[config.mk]
export PLATFORM = sky130hd
export DESIGN_NAME = regattr_seq
export DESIGN_NICKNAME = d
export VERILOG_FILES = /design/src/rtl/regattr_pkg.sv /design/src/rtl/regattr_seq.sv
export SDC_FILE = /design/constraint.sdc
export NUM_CORES = 1
export LEC_CHECK = 0
export BUFFER_PORTS_ARGS = -buffer_cell sky130_fd_sc_hd__buf_4
export CELL_PAD_IN_SITES_DETAIL_PLACEMENT = 1
export CELL_PAD_IN_SITES_GLOBAL_PLACEMENT = 1
export CORE_MARGIN = 4
export CORE_UTILIZATION = 29
export CTS_BUF_LIST = sky130_fd_sc_hd__clkbuf_4 sky130_fd_sc_hd__clkbuf_8 sky130_fd_sc_hd__clkbuf_16
export DETAILED_ROUTE_END_ITERATION = 8
export PLACE_DENSITY = 0.81
export SKIP_LAST_GASP = 1
export SLEW_MARGIN = 20
export SYNTH_ARGS = -nofsm -noshare
export SYNTH_HDL_FRONTEND = slang
export SYNTH_SLANG_ARGS = --single-unit
[constraint.sdc]
create_clock -name clk -period 1.7 [get_ports clk]
set_input_delay 0.425 -clock clk [delete_from_list [all_inputs] [get_ports clk]]
set_output_delay 0.425 -clock clk [all_outputs]
set_load 0.02 [all_outputs]
[src/rtl/regattr_pkg.sv]
package regattr_pkg;
  localparam int DW        = 16;
  localparam int AW        = 5;
  localparam int N_ENTRIES = 5;
  localparam int IDX_W     = (N_ENTRIES > 1) ? $clog2(N_ENTRIES) : 1;

  typedef struct packed {
    logic [AW-1:0] off;
    logic [DW-1:0] ro;
    logic [DW-1:0] rw;
  } entry_t;

  typedef enum logic [2:0] {
    E_NONE    = 3'd0,
    E_RO_ZERO = 3'd1,
    E_RO_ONE  = 3'd2,
    E_RW_CLR  = 3'd3,
    E_RW_SET  = 3'd4
  } err_e;

  typedef enum logic [3:0] {
    S_IDLE, S_RD_ORIG, S_CAP, S_WR0, S_RD0, S_CMP0,
    S_WR1, S_RD1, S_CMP1, S_REST, S_FIN
  } state_e;
endpackage

[src/rtl/regattr_seq.sv]
module regattr_seq
  import regattr_pkg::*;
(
  input  logic             clk,
  input  logic             rst_n,
  input  logic             start,
  input  entry_t           ent,
  input  logic [DW-1:0]    rdata,
  input  err_e             cmp_code,
  input  logic [DW-1:0]    cmp_mask,
  output logic [IDX_W-1:0] idx,
  output logic             one_pass,
  output logic [DW-1:0]    orig,
  output logic             bus_rd,
  output logic             bus_wr,
  output logic [AW-1:0]    bus_addr,
  output logic [DW-1:0]    bus_wdata,
  output logic             busy,
  output logic             done,
  output err_e             err_code,
  output logic [AW-1:0]    err_offset,
  output logic [DW-1:0]    err_mask
);
  localparam logic [IDX_W-1:0] LAST = IDX_W'(N_ENTRIES - 1);

  state_e           state, state_n;
  logic             idx_en, orig_en, err_en, launch, cmp_now, failed;
  logic [IDX_W-1:0] idx_n;
  logic [DW-1:0]    test_bits;

  assign test_bits = ent.ro | ent.rw;
  assign launch    = start && (state == S_IDLE || state == S_FIN);
  assign cmp_now   = (state == S_CMP0 || state == S_CMP1);
  assign failed    = (err_code != E_NONE);

  always_comb begin
    state_n = state;
    idx_n   = idx;
    idx_en  = 1'b0;
    case (state)
      S_IDLE, S_FIN: if (launch) begin
        state_n = S_RD_ORIG;
        idx_n   = '0;
        idx_en  = 1'b1;
      end
      S_RD_ORIG: state_n = S_CAP;
      S_CAP:     state_n = S_WR0;
      S_WR0:     state_n = S_RD0;
      S_RD0:     state_n = S_CMP0;
      S_CMP0:    state_n = (cmp_code != E_NONE) ? S_REST : S_WR1;
      S_WR1:     state_n = S_RD1;
      S_RD1:     state_n = S_CMP1;
      S_CMP1:    state_n = S_REST;
      S_REST: begin
        if (failed || idx == LAST) begin
          state_n = S_FIN;
        end else begin
          state_n = S_RD_ORIG;
          idx_n   = idx + 1'b1;
          idx_en  = 1'b1;
        end
      end
      default:   state_n = S_IDLE;
    endcase
  end

  assign orig_en = (state == S_CAP);
  assign err_en  = launch || (cmp_now && cmp_code != E_NONE);

  always_ff @(posedge clk or negedge rst_n) begin
    if (!rst_n) begin
      state      <= S_IDLE;
      idx        <= '0;
      orig       <= '0;
      err_code   <= E_NONE;
      err_offset <= '0;
      err_mask   <= '0;
    end else begin
      state <= state_n;
      if (idx_en)  idx  <= idx_n;
      if (orig_en) orig <= rdata;
      if (err_en) begin
        err_code   <= launch ? E_NONE : cmp_code;
        err_offset <= launch ? '0 : ent.off;
        err_mask   <= launch ? '0 : cmp_mask;
      end
    end
  end

  always_comb begin
    one_pass  = (state == S_CMP1);
    bus_rd    = (state == S_RD_ORIG || state == S_RD0 || state == S_RD1);
    bus_wr    = (state == S_WR0 || state == S_WR1 || state == S_REST);
    bus_addr  = (bus_rd || bus_wr) ? ent.off : '0;
    case (state)
      S_WR0:   bus_wdata = orig & ~test_bits;
      S_WR1:   bus_wdata = orig | test_bits;
      S_REST:  bus_wdata = orig;
      default: bus_wdata = '0;
    endcase
    busy = !(state == S_IDLE || state == S_FIN);
    done = (state == S_FIN);
  end
endmodule

==> Yosys cells after proc, flatten, opt, wreduce, memory -nomap -nowiden <==
Index checks and enable logic that the tools add are counted.
{ "op_classes": {"n_bitwise": 4, "addsub": 1, "muxes": 15, "n_eq_ne": 13, "n_reduce_logical": 18} }
{ "op_table": {"columns": ["op", "count"], "rows": [
  ["16-bit case mux with 3 select lines", 1],
  ["4-bit case mux with 10 select lines", 1],
  ["16-bit OR", 2],
  ["16-bit bitwise AND", 1],
  ["4-bit by 3-bit == test with 1-bit output, second input constant", 4],
  ["16-bit 2-to-1 mux", 1],
  ["16-bit inverter", 1],
  ["4-bit == test, second input constant", 3],
  ["4-bit 2-to-1 mux", 3],
  ["5-bit 2-to-1 mux", 2],
  ["1-bit logical OR", 9],
  ["3-bit 2-to-1 mux", 3],
  ["4-bit by 2-bit == test with 1-bit output, second input constant", 2],
  ["3-bit case mux with 2 select lines", 1],
  ["3-bit nonzero test", 2],
  ["4-bit by 1-bit == test with 1-bit output, second input constant", 1],
  ["4-bit logical NOT", 1],
  ["2-bit inequality test, second input constant", 2],
  ["4-bit AND reduction", 1],
  ["3-bit by 1-bit adder with 3-bit output, second input constant", 1],
  ["3-bit == test, second input constant", 1],
  ["1-bit logical AND", 2],
  ["1-bit 2-to-1 mux", 2],
  ["1-bit case mux with 2 select lines", 1],
  ["3 further kinds", 3]
]} }
{ "word_totals": {"regBits": 47, "in_bits": 75, "elab_cells": 57, "output_inout_bits": 69} }

==> Logic depth before layout (Yosys ltp) <==
{ "depth": {"ltp_word": 6, "depth_mapped": 6, "ltp_nobuf": 5} }

==> Worst setup path after synthesis <==
OpenSTA, ideal clock, no wires.
{ "synth_path": {"kind": "reg-to-output", "from": "reg state[1]", "to": "out bus_wdata[11]", "t_required_ns": 1.275, "slack_ns": -0.338, "n_path_buf": 2, "arrival_ns": 1.613, "stages_incl_launch_ff": 6, "cell_sequence": "dfrtp_1 > nor4bb_1 > clkbuf_1 > buf_2 > o21ai_0 > a21oi_1"} }
{ "synth_via": {"elab_chain_cells": 2, "elab_cells_between_ends": 4, "classes_between": "3 x eq/ne; 1 x mux"} }
{ "synth_rtl": {"columns": ["element", "line", "text"], "rows": [
  ["start: declaration", "regattr_seq.sv:26", "state_e state, state_n;"],
  ["start signal: assignment", "regattr_seq.sv:79", "state <= state_n;"],
  ["4-bit == test (tied with other cells)", "regattr_seq.sv:95", "case (state)"],
  ["16-bit case mux with 3 select lines (*)", "regattr_seq.sv:95", null],
  ["end: declaration", "regattr_seq.sv:17", "output logic [DW-1:0] bus_wdata,"]
]} }
Every way passes the cells marked *; elsewhere a longest branch is shown, timed or not.

==> Worst setup path in the final report <==
{ "layout_path": {"from": "reg state[1]", "to": "out bus_wdata[5]"} }
Same word-level chain as after synthesis.

==> out/results.tsv <==
stage	metric	value	unit
critical_path	start_kind	flop	
routing	drtAntennaViolNets	0	
die	dieArea	0.0111	mm2
critical_path	startpoint	state[1]	
routing	routed_via_density	4.89	
routing	route.detailed.drc	0	
critical_path	crit_end	bus_wdata[5]	
critical_path	cp_slowest_cell	dfrtp_2	
place	place_inst	562	
yosys	synth_top_area_cell	dfrtp_1	
grt	grt_max_degree	48	
yosys	yosys_most_used_dff	dfrtp_1	
flow_run	drv_cap	0	
die	num_io_pins	144	
critical_path	worst_setup_path_end_kind	output pin	
timing	rsz0062_at_grt	yes	
clock_network	htree_levels	2	
yosys	syn_area	0.00274	mm2
place	gp_congestion	0.782	
yosys	ys_top_cells_by_count	55 x o21ai_0, 47 x dfrtp_1, 27 x inv_1, 27 x nor2_1, 22 x mux2i_1	
grt	antenna_found_initial	0	
critical_path	crit_path_max_fanout	5	
finish	final_cells	582	
grt	grt-ovfl-total	0	
routing	drtIter0Drc	70	
critical_path	reg2reg_to	err_code[1]	
yosys	synthCells	281	
clock_network	clock-root-buffer	clkbuf_8	
timing	layout_worst_path_cycle_share	132	%
critical_path	cp_cell_sequence	nor4bb_4, buf_6, buf_12, o21ai_1, a21oi_4, buf_4	
yosys	synth_nets	358	
die	rows	35	
timing	hold_viol	0	
yosys	seq_area_frac_synth	42.9	%
die	die_x	105	um
finish	nets	529	
routing	wirelength	10400	um
clock_network	cts_tree	yes	
routing	routedWlPerCell	17.8	um
worst_hold_path	hold_path_class	input port to asynchronous set/reset pin	
finish	drive_above_1_share	61.4	%
run_status	status	finished, violations left	
yosys	synth_cell_type_count	50	
clock_network	cts_buffer_depth	2	
timing	max_slew_margin	59.0	%
pwr	power	8.53	mW
critical_path	critPathKind	flop to output pin	
critical_path	rr_worst_depth	7	
place	dp_hpwl	7460	um
yosys	ys_async_sr_fraction	100	%
clock_network	clock_sinks	47	
pwr	ir_drop	0.837	mV
critical_path	slowest_delay	470	ps
place	portBuffers	143	
timing	finClkSkew	7.80	ps
timing	fmax	0.447	GHz
grt	grt_pass1_vias	3148	
finish	synthToLayoutAreaGrowth	78.5	%
yosys	yosys_warnings	0	
pwr	p_per_area	1740	mW/mm2
critical_path	required	1270	ps
die	start_util	29.7	%
yosys	synth_edf_count	0	
critical_path	arrival	1810	ps
yosys	avgSynthCellArea	9.76	um2
die	die_y	105	um
timing	worst_pin_slew	614	ps
routing	dr_total_vias	2848	
critical_path	ff2ff_setup_slack	-130	ps
finish	antennaDiodeCount	0	
timing	setup_viol_count_final	51	
die	coreArea	0.00924	mm2
routing	first_pass_iters	4	
grt	grt_first_pass_wirelength	15800	um
timing	fin_crit	2240	ps
yosys	yosysTopAreaCellShare	42.9	%
clock_network	cts_made_buffers	5	
yosys	ys_ff_latch	47	
critical_path	worstReg2RegStart	state[3]	
timing	slew_violations	0	
clock_network	clk_pin_slew	100	ps
yosys	synthTopCellsByArea	dfrtp_1 43%, o21ai_0 10%, mux2i_1 8.0%	
yosys	yosys.cell_count.top_type	o21ai_0	
grt	grt_use_total	17.4	%
clock_network	clkLatencyLatePin	300	ps
pwr	power_leakage	2.37	nW
timing	setup_slack	-539	ps
run_status	violations	setup timing	
## through the flow
step                setup WS, ps  util (%)  hold slack, ps  instance area [um2]  TNS (ps)
CTS                         -523      50.1             155                 4630    -12540
global route                -613      53.0             176                 4900    -17320
finish                      -539      53.0             133                 4900    -13580
floorplan                   -115         -             129                 2960     -1650
global placement            -179      46.8             483                 4330     -2600
detailed placement          -235      46.8             493                 4330     -4060
## power breakdown
| group | total, mW | switching [mW] | internal, mW |
|---|---|---|---|
| Clock | 0.712 | 0.407 | 0.305 |
| Sequential | 2.14 | 0.480 | 1.66 |
| Combinational | 5.67 | 2.85 | 2.82 |
## registers in the layout (all words and copies together), names as in the netlist
name,flops
err_code,3
err_mask,16
err_offset,5
idx,3
orig,16
state,4
## what timing repair did
item                                    in CTS  in global routing
buffers inserted                             7                  3
cloned                                       1                  2
endpoints found under the setup margin      51                 61
pin swaps                                    7                 31
gates resized for setup                     33                 42
hold buffers                                 0                  0
## metal layers
| layer | vias up | wire length, um | global-route usage, % |
|---|---|---|---|
| met4 | 0 | 140 | 4.12 |
| met5 | - | 0 | 0 |
| met1 | 1391 | 4090 | 20.5 |
| met3 | 12 | 792 | 5.33 |
| met2 | 112 | 5330 | 30.7 |
| li1 | 1333 | - | - |
## worst max-delay path: cells and delay by family, from the launching register on
family,cells,cell delay [ps]
flip-flops,1,470
AO/OA/AOI/OAI,2,260
buffers and inverters,3,450
AND/OR/NAND/NOR,1,320
## logic make-up (layout without fill, tap and decap cells)
logic type,count (synthesis),in the layout,share of synthesized area (%)
compound gates,91,91,19.0
xor+xnor,2,2,0.913
fa+ha+maj,2,2,0.912
buf+inv,45,217,7.48
flops,47,47,42.9
mux,40,40,16.8
simple gates,54,54,12.0
## placed cells by master (no fill, tap or decap), drive strengths merged, types with 2 or more instances in the layout
cell	count
buf	180
o21ai	57
dfrtp	47
inv	27
nor2	27
mux2i	22
a21oi	21
mux2	18
clkbuf	8
nand2b	4
or3	4
nor4b	3
o32ai	2
nand2	2
nand3	2
and4bb	2
or2	2
a32o	2
ha	2
## area by class of cell
cell class	instances	area (um2)
fillers	1024	4340
clock buffers	6	76.3
flip-flops and latches	47	1180
repair buffers	182	1590
multi-input cells	189	1770
clock inverters	2	12.5
inverters	27	104
well taps	129	161
## worst min-delay path by stage
stage               startpoint            to  slack, ps
floorplan                rst_n   err_code[0]        130
global placement         rst_n   err_mask[8]        480
detailed placement       rst_n  err_mask[15]        490
CTS                      rst_n  err_mask[14]        150
global route             rst_n   err_mask[8]        180
finish                   rst_n  err_mask[15]        130
Power figures use the tool's default switching activity.
